**src/rtl/hsd_pkg.sv**
```systemverilog
package hsd_pkg;

    typedef enum int {
        SEL_HI2  = 0,
        SEL_HI3  = 1,
        SEL_MID2 = 2
    } sel_layout_e;

    localparam int POST_LSB  = 24;
    localparam int POST_FW   = 4;
    localparam int POST_KMAX = 8;

    function automatic int sel_width(sel_layout_e lay);
        return (lay == SEL_HI3) ? 3 : 2;
    endfunction

    function automatic int sel_lsb(sel_layout_e lay);
        case (lay)
            SEL_HI2: return 30;
            SEL_HI3: return 29;
            default: return 28;
        endcase
    endfunction

endpackage

```
**src/rtl/hsd_ctrl.sv**
```systemverilog
module hsd_ctrl #(
    parameter hsd_pkg::sel_layout_e SEL_LAYOUT = hsd_pkg::SEL_HI3,
    parameter int NUM_SRC = 6,
    parameter int DIV_W   = 8,
    parameter int SETTLE  = 3
) (
    input  logic               clk,
    input  logic               rst,
    input  logic               wr_en,
    input  logic [31:0]        wr_data,
    input  logic [NUM_SRC-1:0] src_tick,
    output logic [31:0]        ctrl_o,
    output logic [DIV_W-1:0]   div_new_o,
    output logic [3:0]         post_k_o,
    output logic               sel_tick_o
);
    localparam int SEL_W = hsd_pkg::sel_width(SEL_LAYOUT);
    localparam int SEL_L = hsd_pkg::sel_lsb(SEL_LAYOUT);
    localparam int CNT_W = $clog2(SETTLE + 1);

    typedef struct packed {
        logic [31:0]      word;
        logic [SEL_W-1:0] sel;
        logic [CNT_W-1:0] settle;
    } ctrl_st_t;

    ctrl_st_t st_d, st_q;
    logic [SEL_W-1:0] sel_field;
    logic [3:0]       k_raw;

    always_comb begin
        sel_field = st_q.word[SEL_L +: SEL_W];
        k_raw     = st_q.word[hsd_pkg::POST_LSB +: hsd_pkg::POST_FW];
        st_d      = st_q;

        if (st_q.settle != '0) begin
            st_d.settle = st_q.settle - 1'b1;
            if (st_q.settle == CNT_W'(1)) begin
                st_d.sel = sel_field;
            end
        end

        if (wr_en) begin
            st_d.word = wr_data;
            if (wr_data[SEL_L +: SEL_W] != sel_field) begin
                st_d.settle = CNT_W'(SETTLE);
            end
        end

        sel_tick_o = 1'b0;
        for (int i = 0; i < NUM_SRC; i++) begin
            if (int'(st_q.sel) == i) begin
                sel_tick_o = src_tick[i];
            end
        end

        div_new_o = st_q.word[DIV_W-1:0];
        post_k_o  = (k_raw > 4'(hsd_pkg::POST_KMAX)) ? 4'(hsd_pkg::POST_KMAX) : k_raw;
        ctrl_o    = st_q.word;
    end

    always_ff @(posedge clk) begin
        if (rst) begin
            st_q <= '0;
        end else begin
            st_q <= st_d;
        end
    end


    sel_settle_chk: assert property (@(posedge clk) disable iff (rst)
        (!$past(rst) && !$stable(st_q.sel)) |-> ($past(st_q.settle) == CNT_W'(1)));


    word_load_chk: assert property (@(posedge clk) disable iff (rst)
        (!$past(rst) && $past(wr_en)) |-> (st_q.word == $past(wr_data)));

endmodule

```
**src/rtl/hsd_accum.sv**
```systemverilog
module hsd_accum #(
    parameter int DIV_W = 8
) (
    input  logic             clk,
    input  logic             rst,
    input  logic             hold,
    input  logic             tick_i,
    input  logic [DIV_W-1:0] div_new_i,
    output logic             stage_o
);
    localparam int ACC_W = DIV_W + 2;

    typedef struct packed {
        logic [ACC_W-1:0] acc;
        logic [DIV_W-1:0] div_act;
    } acc_st_t;

    acc_st_t          st_d, st_q;
    logic [ACC_W-1:0] lim;
    logic [ACC_W-1:0] sum;
    logic             empty;

    always_comb begin
        empty   = (st_q.acc == '0);
        lim     = (empty ? ACC_W'(div_new_i) : ACC_W'(st_q.div_act)) + ACC_W'(2);
        sum     = st_q.acc + ACC_W'(2);
        st_d    = st_q;
        stage_o = 1'b0;

        if (hold) begin
            st_d.acc     = '0;
            st_d.div_act = div_new_i;
        end else begin
            if (empty) begin
                st_d.div_act = div_new_i;
            end
            if (tick_i) begin
                if (sum >= lim) begin
                    st_d.acc     = sum - lim;
                    st_d.div_act = div_new_i;
                    stage_o      = 1'b1;
                end else begin
                    st_d.acc = sum;
                end
            end
        end
    end

    always_ff @(posedge clk) begin
        if (rst) begin
            st_q <= '0;
        end else begin
            st_q <= st_d;
        end
    end


    acc_bound_chk: assert property (@(posedge clk) disable iff (rst)
        st_q.acc < (ACC_W'(st_q.div_act) + ACC_W'(2)));


    div_swap_chk: assert property (@(posedge clk) disable iff (rst)
        (!$past(rst) && !$stable(st_q.div_act)) |->
            $past(hold || empty || stage_o));

endmodule

```
**src/rtl/hsd_post.sv**
```systemverilog
module hsd_post #(
    parameter int KMAX = 8
) (
    input  logic       clk,
    input  logic       rst,
    input  logic       hold,
    input  logic       stage_i,
    input  logic [3:0] k_i,
    output logic       tick_o
);
    localparam int CNT_W = KMAX;

    typedef struct packed {
        logic [CNT_W-1:0] cnt;
        logic             tick;
    } post_st_t;

    post_st_t       st_d, st_q;
    logic [CNT_W:0] last;

    always_comb begin
        last      = ((CNT_W+1)'(1) << k_i) - (CNT_W+1)'(1);
        st_d      = st_q;
        st_d.tick = 1'b0;
        if (hold) begin
            st_d.cnt = '0;
        end else if (stage_i) begin
            if ({1'b0, st_q.cnt} >= last) begin
                st_d.cnt  = '0;
                st_d.tick = 1'b1;
            end else begin
                st_d.cnt = st_q.cnt + 1'b1;
            end
        end
        tick_o = st_q.tick;
    end

    always_ff @(posedge clk) begin
        if (rst) begin
            st_q <= '0;
        end else begin
            st_q <= st_d;
        end
    end


    post_src_chk: assert property (@(posedge clk) disable iff (rst)
        st_q.tick |-> $past(stage_i));

endmodule

```
**src/rtl/halfstep_tick_div.sv**
```systemverilog
module halfstep_tick_div #(
    parameter hsd_pkg::sel_layout_e SEL_LAYOUT = hsd_pkg::SEL_HI3,
    parameter int NUM_SRC = 6,
    parameter int DIV_W   = 8,
    parameter int SETTLE  = 3
) (
    input  logic               clk,
    input  logic               rst,
    input  logic               hold,
    input  logic [NUM_SRC-1:0] src_tick,
    input  logic               wr_en,
    input  logic [31:0]        wr_data,
    output logic [31:0]        ctrl_rd,
    output logic               tick_out
);
    logic [DIV_W-1:0] div_new;
    logic [3:0]       post_k;
    logic             sel_tick;
    logic             stage;

    hsd_ctrl #(
        .SEL_LAYOUT (SEL_LAYOUT),
        .NUM_SRC    (NUM_SRC),
        .DIV_W      (DIV_W),
        .SETTLE     (SETTLE)
    ) u_ctrl (
        .clk        (clk),
        .rst        (rst),
        .wr_en      (wr_en),
        .wr_data    (wr_data),
        .src_tick   (src_tick),
        .ctrl_o     (ctrl_rd),
        .div_new_o  (div_new),
        .post_k_o   (post_k),
        .sel_tick_o (sel_tick)
    );

    hsd_accum #(
        .DIV_W     (DIV_W)
    ) u_accum (
        .clk       (clk),
        .rst       (rst),
        .hold      (hold),
        .tick_i    (sel_tick),
        .div_new_i (div_new),
        .stage_o   (stage)
    );

    hsd_post #(
        .KMAX    (hsd_pkg::POST_KMAX)
    ) u_post (
        .clk     (clk),
        .rst     (rst),
        .hold    (hold),
        .stage_i (stage),
        .k_i     (post_k),
        .tick_o  (tick_out)
    );


    hold_quiet_chk: assert property (@(posedge clk) disable iff (rst)
        $past(hold) |-> !tick_out);


    tick_src_chk: assert property (@(posedge clk) disable iff (rst)
        tick_out |-> $past(sel_tick));

endmodule

```
**config.mk**
```make
export PLATFORM = sky130hd
export DESIGN_NAME = halfstep_tick_div
export DESIGN_NICKNAME = d
export VERILOG_FILES = /design/src/rtl/hsd_pkg.sv /design/src/rtl/hsd_ctrl.sv /design/src/rtl/hsd_accum.sv /design/src/rtl/hsd_post.sv /design/src/rtl/halfstep_tick_div.sv
export SDC_FILE = /design/constraint.sdc
export NUM_CORES = 1
export LEC_CHECK = 0
export ABC_AREA = 1
export BUFFER_PORTS_ARGS = -buffer_cell sky130_fd_sc_hd__buf_4
export CORE_UTILIZATION = 45
export DETAILED_ROUTE_END_ITERATION = 10
export MAX_ROUTING_LAYER = met4
export PLACE_DENSITY = 0.67
export SYNTH_ARGS = -nofsm -noshare
export SYNTH_HDL_FRONTEND = slang
export SYNTH_SLANG_ARGS = --single-unit
```
**constraint.sdc**
```tcl
create_clock -name clk -period 3.3 [get_ports clk]
set_clock_uncertainty 0.05 [all_clocks]
set_input_delay 0.495 -clock clk [delete_from_list [all_inputs] [get_ports clk]]
set_output_delay 0.495 -clock clk [all_outputs]
set_load 0.05 [all_outputs]
```
==> key figures, run 1 <==
Status
  – Outcome: finished, final reports clean

Global route
  – First-pass GRT wire length: 16,060 um
  – Met1 layer usage reported by global route: about 28%
  – Met3 track demand over resource in global routing: approximately 3.7%
  – Pin count of the biggest net entering global routing: 42
  – Vias in the first global route: approximately 3.5k
  – Total GRT Usage: 21.15%
  – Met2 routing resource usage after global routing: about a third
  – Sum of overflow across all layers after global routing: 0
  – GR peak layer: met2
  – Initial antenna violation count: 0

Clock network
  – CTS Root Cell: sky130_fd_sc_hd__clkbuf_8
  – CTS tree: built
  – Number of buffers inserted during clock tree synthesis: 9
  – Buffer depth of the longest clock path: 2
  – Sinks on the clock net: 64
  – Clock slew seen by the registers of the worst setup and hold paths: about 0.080 ns
  – Maximum level of the CTS H-tree: 3
  – Clock latency on the worst-skew pair: 0.35 ns

Detailed routing
  – Vias post-DR: between 3k and 4k
  – DR vias/cell: around 5.0
  – Routed wire length: approximately 9900 um
  – Number of detailed-route iterations in the first pass: 5
  – Remaining antenna violation count: 0
  – Mean routed wirelength per cell: between 10 and 15 um
  – DRC viols: 0
  – Violation count after the first detailed-routing iteration: 186

Place
  – Placed instance area: 4599 sq um
  – Detailed Place HPWL: 7024 um
  – IO Port Bufs: 74
  – Minimum setup slack after placement: approximately 0.084 ns
  – Instance count after placement with tap cells included: between 700 and 800
  – Routability Congestion: approximately 0.87

Worst setup path
  – Delay of the slowest cell on the worst path: ~0.36 ns
  – Data arrival time at the worst-slack endpoint: 3.37 ns
  – Slowest library cell on the worst path: sky130_fd_sc_hd__dfxtp_1
  – Worst setup slack for register-to-register paths: 0.16 ns
  – R2R depth: 23
  – Critical path capture point type: flop
  – Worst endpoint required time: roughly 3.5 ns
  – Crit-path leading delay family: simple AND/OR/NAND/NOR gates
  – Maximum fanout along the worst path: 7
  – Worst flop-to-flop path endpoint: u_accum.st_q[0]
  – Type of origin of the critical path: flop
  – Critical Path, Cell by Cell: inv_1 > nand3_2 > nor2_4 > buf_6 > buf_4 > a21oi_2 > buf_4 > nand2_2 > o21bai_1 > nand2_1 > ha_4 > nand2_2 > nor2_2 > nand3_2 > nand3_2 > nand2_2 > nand3_4 > buf_12 > nand2_8 > buf_4 > nand3_1 > nand2_1 > nor2_1
  – Buffers & Inverters on Critical Path: 6
  – Category of the most critical setup path: reg -> reg
  – Reg2Reg Launch Point: u_accum.st_q[17]

Worst hold path
  – Kind of path behind the tightest hold check: in -> reg
  – Number of cells on the worst hold path: 2
  – Startpoint of the lowest-slack hold path: rst
  – Worst Hold Endpoint: u_accum.st_q[4]

Timing
  – Setup_tns: 0 ns
  – Setup slack of the critical path after layout: around 0.16 ns
  – Final count of pins violating max slew: 0
  – Final setup violation count: 0
  – Worst slew margin relative to its limit: approximately 36%
  – Final-layout worst hold slack: approximately 0.3 ns
  – Min cycle time layout: 3.140 ns
  – RSZ-0062 raised after global routing: true
  – Highest Clock Rate: between 0.3 and 0.4 GHz
  – Slew of the pin with the lowest slew margin: roughly 0.96 ns
  – Final hold violation count: 0
  – Post-route fraction of the period consumed by the critical path: 95.16%

Die
  – Total number of placement rows: 34
  – Starting Density: a little under half
  – I/O pins: 75
  – Die Outline Area: around 9500 sq um
  – Die width: ~97 um
  – Height of the chip: approximately 97 um
  – Core ar.: around 8800 sq um

Synth
  – Mean Syn Cell Area: slightly below 7 sq um
  – Post-synth cell types: 42
  – Part of the Yosys area used for sequential elements: 31.36%
  – Cell accounting for the most synthesized area: sky130_fd_sc_hd__dfxtp_1
  – Cell count after synthesis: roughly 600
  – Main synth FF type: sky130_fd_sc_hd__dfxtp_1
  – Share of synthesized registers carrying an async set or reset: 0%
  – Number of enable flip-flop cells after synthesis: 0
  – Total of warnings raised by yosys: 0
  – Cell area after technology mapping: about 4100 sq um
  – Most area-consuming cells after synthesis: sky130_fd_sc_hd__dfxtp_1, sky130_fd_sc_hd__nand2_1, sky130_fd_sc_hd__nor2_1, sky130_fd_sc_hd__o21ai_0, sky130_fd_sc_hd__ha_1
  – Synthesized netlist net count: 658
  – FF+latch count, synth: 64
  – Fraction of synthesized cell area taken by the top area cell type: a little under a third

Final layout
  – Nets@finish: between 700 and 800
  – Syn-to-layout area delta: 24.75%
  – Post-Layout Cell Count: 780
  – Core occupancy in the finished layout: just under 60%
  – Share of cells above drive strength 1: between 20% and 30%
  – Total non-filler cell area in the finished layout: a little over 5000 sq um
  – # fillers: about 800
  – Antenna diode count: 0

Power
  – Peak supply drop: approximately 0.55 mV
  – Total power draw: between 4 and 5 mW
  – Static leakage: 2.569 nW
  – Power per Cell Area: 945.7 nW/um^2

Flow run
  – Maximum Capacitance Violations: 0
==> how the worst max path moves through the flow <==
| stage | start | depth (start not counted) | slack [ns] | to |
|---|---|---|---|---|
| after floorplan | u_accum.st_q[13] | 21 | 0.44 | u_post.st_q[2] |
| after global placement | u_accum.st_q[16] | 21 | 0.11 | u_accum.st_q[1] |
| after detailed placement | u_accum.st_q[16] | 21 | 0.08 | u_accum.st_q[1] |
| after CTS | u_accum.st_q[16] | 21 | 0.004 | u_accum.st_q[1] |
| after global routing | u_accum.st_q[17] | 23 | -0.08 | u_accum.st_q[0] |
| final | u_accum.st_q[17] | 23 | 0.16 | u_accum.st_q[0] |
==> kinds of logic (layout without fill, tap and decap cells) <==
kind of cell	after synthesis	count (layout)	synth area share [%]
flops	64	64	31.36
simple gates	263	264	28.24
compound gates	105	105	14.33
buf+inv	119	195	14.52
xor+xnor	23	23	4.931
fa+ha+maj	21	21	6.616
==> layout make-up <==
class                   instances  area (sq um)  area share [%]
inverters                      69         261.5           5.131
well taps                     108         135.1           2.652
multi-input cells             413          2337           45.86
repair buffers                110         857.1           16.82
flip-flops and latches         64          1285           25.21
clock buffers                  10         127.6           2.504
clock inverters                 6         92.59           1.817
==> timing repair <==
| item | in CTS | in global routing |
|---|---|---|
| setup endpoints to repair | 0 | 27 |
| hold buffers | 0 | 0 |
| resized for setup | 0 | 36 |
| buffers inserted | 0 | 16 |
==> per-layer routing <==
layer,vias up,wire (um)
li1,2028,-
met1,1774,4630
met2,113,4570
met3,17,510
met4,0,186
met5,-,0
==> layout by cell type (no fill, tap or decap), types with 4 or more instances in the layout <==
cell / netlist / final
sky130_fd_sc_hd__ha_1: 20 / 18
sky130_fd_sc_hd__o21ai_0: 54 / 54
sky130_fd_sc_hd__dfxtp_1: 64 / 63
sky130_fd_sc_hd__a21oi_2: 2 / 5
sky130_fd_sc_hd__a21oi_1: 33 / 30
sky130_fd_sc_hd__nor2_2: 0 / 4
sky130_fd_sc_hd__nand3_1: 25 / 22
sky130_fd_sc_hd__buf_6: 3 / 5
sky130_fd_sc_hd__xnor2_1: 12 / 12
sky130_fd_sc_hd__nand2_2: 2 / 9
sky130_fd_sc_hd__nand4_1: 12 / 12
sky130_fd_sc_hd__nand3_2: 3 / 5
sky130_fd_sc_hd__inv_1: 65 / 65
sky130_fd_sc_hd__xor2_1: 11 / 11
sky130_fd_sc_hd__nor2_1: 92 / 88
sky130_fd_sc_hd__nand2_1: 116 / 108
sky130_fd_sc_hd__buf_4: 32 / 104
sky130_fd_sc_hd__clkbuf_8: 0 / 9
sky130_fd_sc_hd__nor2_4: 4 / 5
==> cell usage after synthesis (all sizes together), types with 3 or more instances <==
cell / number
ha: 20
nand3: 29
buf: 38
dfxtp: 64
o21a: 3
xnor2: 12
nand2: 119
xor2: 11
clkbuf: 12
a21oi: 35
o21ai: 56
nand4: 13
inv: 67
a21o: 3
nor2: 96
==> worst register-to-register path: cells and delay by family (launching register included) <==
family                     cells  cell delay [ns]
adders and majority gates      1             0.31
AOI/OAI and AO/OA              2             0.35
buffers and inverters          6             0.80
DFF                            1             0.36
and+or+nand+nor               14             1.19
==> power breakdown <==
| group | internal (mW) | switching, mW | total, mW |
|---|---|---|---|
| Sequential | 0.868 | 0.0587 | 0.927 |
| Combinational | 1.37 | 1.75 | 3.13 |
| Clock | 0.429 | 0.335 | 0.764 |
==> registers in the layout, summed over array words and instances (netlist names) <==
signal and flops:
u_accum.st_q 18, u_ctrl.ctrl_o 32, u_ctrl.st_q 5, u_post.st_q 8
u_post.tick_o 1
(Power assumes the default switching activity.)
==> run 2: changes to the inputs <==
Settings changed: CORE_MARGIN from default to 2.
==> run 2 against run 1 <==
Against the previous run:
- worst setup slack gained 0.067 ns
- hold slack lost 0.0039 ns
- sequential cell count is the same
- core utilization shrank 2.3 points
- clock power shrank 5.4%
- highest routed layer unchanged
- sequential share of layout area grew 1.0 points
- wire length shrank 4.4%
- critical path depth shrank 2
- critical endpoint is now u_post.st_q[2]
- first-iteration DRC count grew 2.7%
- count of clock-buffer cells in the layout shrank 1
==> key figures, run 2 (synthesis results as in run 1) <==
Status
  – Outcome: finished, final reports clean

Worst setup path
  – Category of the most critical setup path: reg -> reg
  – CP Depth: 21 (-8.7%)
  – Slowest library cell on the worst path: sky130_fd_sc_hd__dfxtp_2
  – CP dominant cell by count: sky130_fd_sc_hd__nand2_1
  – R2R depth: 21 (-8.7%)
  – Crit-path leading delay family: simple AND/OR/NAND/NOR gates
  – Buffers & Inverters on Critical Path: 2 (-4)
  – Critical path capture point type: flop
  – Data arrival time at the worst-slack endpoint: 3.26 ns (-0.11 ns)
  – Critical Path, Cell by Cell: nor2_2 > nand3_2 > nor2_4 > buf_12 > nand2_1 > o21a_2 > nor2_4 > nand2_1 > o21bai_1 > nand2_1 > ha_4 > nand2_1 > nor2_2 > nand3_1 > nand3_1 > nand2_2 > nand3_4 > buf_6 > nand4_1 > nand2_2 > nor2_1
  – Type of origin of the critical path: flop
  – Delay of the slowest cell on the worst path: 0.35 ns (about the same)
  – Worst endpoint required time: 3.49 ns (-0.04 ns)
  – Maximum fanout along the worst path: 13 (+6)

Flow run
  – Maximum Capacitance Violations: 0 (unchanged)

Place
  – Minimum setup slack after placement: -0.004196 ns (-0.08792 ns)
  – Routability Congestion: 0.9394 (+7.4%)
  – IO Port Bufs: 74 (unchanged)
  – Detailed Place HPWL: 7021 um (about the same)

Global route
  – Initial antenna violation count: 0 (unchanged)
  – Pin count of the biggest net entering global routing: 42 (unchanged)
  – First-pass GRT wire length: 15,930 um (-0.82%)
  – Vias in the first global route: 3,475 (-0.11%)
  – Total GRT Usage: 20.19% (-0.96 points)
  – Sum of overflow across all layers after global routing: 0 (unchanged)

Power
  – Static leakage: 2.479 nW (-3.5%)
  – Clock power frac: 16.5% (+0.6 points)
  – Total power draw: 4.376 mW (-9.2%)
  – Peak supply drop: 0.3785 mV (-31%)
  – Switching power as a share of total power: 45.68% (+1.1 points)
  – Part of the total power dissipated in sequential elements: 21.2% (+2.0 points)
  – Internal power summed over all cells: 2.377 mW (-11%)
  – Switch Pwr: 1.999 mW (-7.0%)
  – Power per Cell Area: 894.0 nW/um^2 (-5.5%)
  – Gate power share: 62.3% (-2.6 points)

Timing
  – Post-route fraction of the period consumed by the critical path: 93.13% (-2.0 points)
  – Highest Clock Rate: 0.3254 GHz (+2.2%)
  – RSZ-0062 raised after global routing: false
  – Slew of the pin with the lowest slew margin: 1.030 ns (+0.07452 ns)
  – Min cycle time layout: 3.073 ns (-0.06709 ns)
  – Final setup violation count: 0 (unchanged)
  – Setup_tns: 0 ns (unchanged)
  – Final-layout worst hold slack: 0.3023 ns (-0.003931 ns)
  – Final hold violation count: 0 (unchanged)
  – Final count of pins violating max slew: 0 (unchanged)
  – Setup slack of the critical path after layout: 0.2269 ns (+0.06709 ns)
  – Worst slew margin relative to its limit: 31.24% (-5.0 points)

Clock network
  – Maximum level of the CTS H-tree: 3 (unchanged)
  – Number of buffers inserted during clock tree synthesis: 9 (unchanged)
  – Clock slew seen by the registers of the worst setup and hold paths: 0.10 ns (+0.02 ns)
  – CTS Root Cell: sky130_fd_sc_hd__clkbuf_8
  – Buffer depth of the longest clock path: 2 (unchanged)
  – Sinks on the clock net: 64 (unchanged)
  – CTS tree: built
  – Clock latency on the worst-skew pair: 0.36 ns (about the same)

Detailed routing
  – DRC viols: 0 (unchanged)
  – Vias post-DR: 3,798 (-3.4%)
  – Number of detailed-route iterations in the first pass: 4 (-1)
  – Routed wire length: 9467 um (-4.4%)
  – DR vias/cell: 4.971 (-1.4%)
  – Remaining antenna violation count: 0 (unchanged)
  – Mean routed wirelength per cell: 12.39 um (-2.4%)
  – Violation count after the first detailed-routing iteration: 191 (+2.7%)

Die
  – Die Outline Area: 9857 sq um (+4.2%)
  – I/O pins: 75 (unchanged)
  – Core ar.: 8763 sq um (unchanged)
  – Starting Density: 46.62% (unchanged)
  – Height of the chip: 99.28 um (+2.1%)
  – Total number of placement rows: 34 (unchanged)
  – Die width: 99.28 um (+2.1%)

Final layout
  – Core occupancy in the finished layout: 55.85% (-2.3 points)
  – Largest register FFs: 32 (unchanged)
  – Share of cells above drive strength 1: 22.71% (-3.0 points)
  – # fillers: 843 (+4.9%)
  – Most common cell after layout, fill and taps aside: sky130_fd_sc_hd__nand2_1
  – Syn-to-layout area delta: 19.82%
  – Antenna diode count: 0 (unchanged)
  – Nets@finish: 714 (-2.2%)
  – Most frequent cells in the layout: sky130_fd_sc_hd__nand2_1, sky130_fd_sc_hd__buf_4, sky130_fd_sc_hd__nor2_1, sky130_fd_sc_hd__inv_1, sky130_fd_sc_hd__dfxtp_1

Worst hold path
  – Number of cells on the worst hold path: 2 (unchanged)
  – Kind of path behind the tightest hold check: in -> reg
-- run 2: power groups by stage --
stage	clock network (mW)	registers [mW]	logic [mW]
finish	0.723	0.927	2.73
global route	0.769	0.939	3.03
CTS	0.734	0.923	2.46
detailed placement	0	0.940	2.40
global placement	0	0.938	2.36
floorplan	0	0.930	1.89
-- run 2: repair_timing --
action | in CTS | in global routing
pin swaps | 1 | 3
setup buffers | 1 | 5
hold buffers | 0 | 0
hold endpoints to repair | 0 | 0
endpoints found under the setup margin | 3 | 26
resized for setup | 0 | 20
-- run 2: layer usage --
| metal | vias to the layer above | wire length (um) | part of all wire [%] | global-route usage [%] |
|---|---|---|---|---|
| li1 | 1992 | - | - | - |
| met1 | 1675 | 4496 | 47 | 26.80 |
| met2 | 119 | 4247 | 45 | 30.87 |
| met3 | 12 | 561 | 5.9 | 4.216 |
| met4 | 0 | 162 | 1.7 | 6.533 |
| met5 | - | 0 | 0 | - |
-- run 2: worst paths after layout --
path,startpoint,to,slack (ns)
setup / recovery,u_accum.st_q[15],u_post.st_q[2],0.23
hold / removal,rst,u_accum.st_q[4],0.30
setup reg to reg,u_accum.st_q[15],u_post.st_q[2],0.23
hold reg to reg,u_ctrl.st_q[1],u_ctrl.st_q[0],0.43
-- run 2: area by class of cell --
type,count,area (sq um),area share [%]
Clock buffer,9,123.9,2.531
Clock inverter,7,80.08,1.636
Inverter,69,261.5,5.343
Multi-Input combinational cell,412,2277,46.52
Sequential cell,64,1284,26.23
Tap cell,108,135.1,2.761
Timing Repair Buffer,95,733.2,14.98
-- run 2: through the flow --
step	std cells	area, sq um
3_5_place_dp	742	4554
2_1_floorplan	595	4085
4_1_cts	759	4778
5_1_grt	764	4895
3_3_place_gp	742	4554
6_report	764	4895
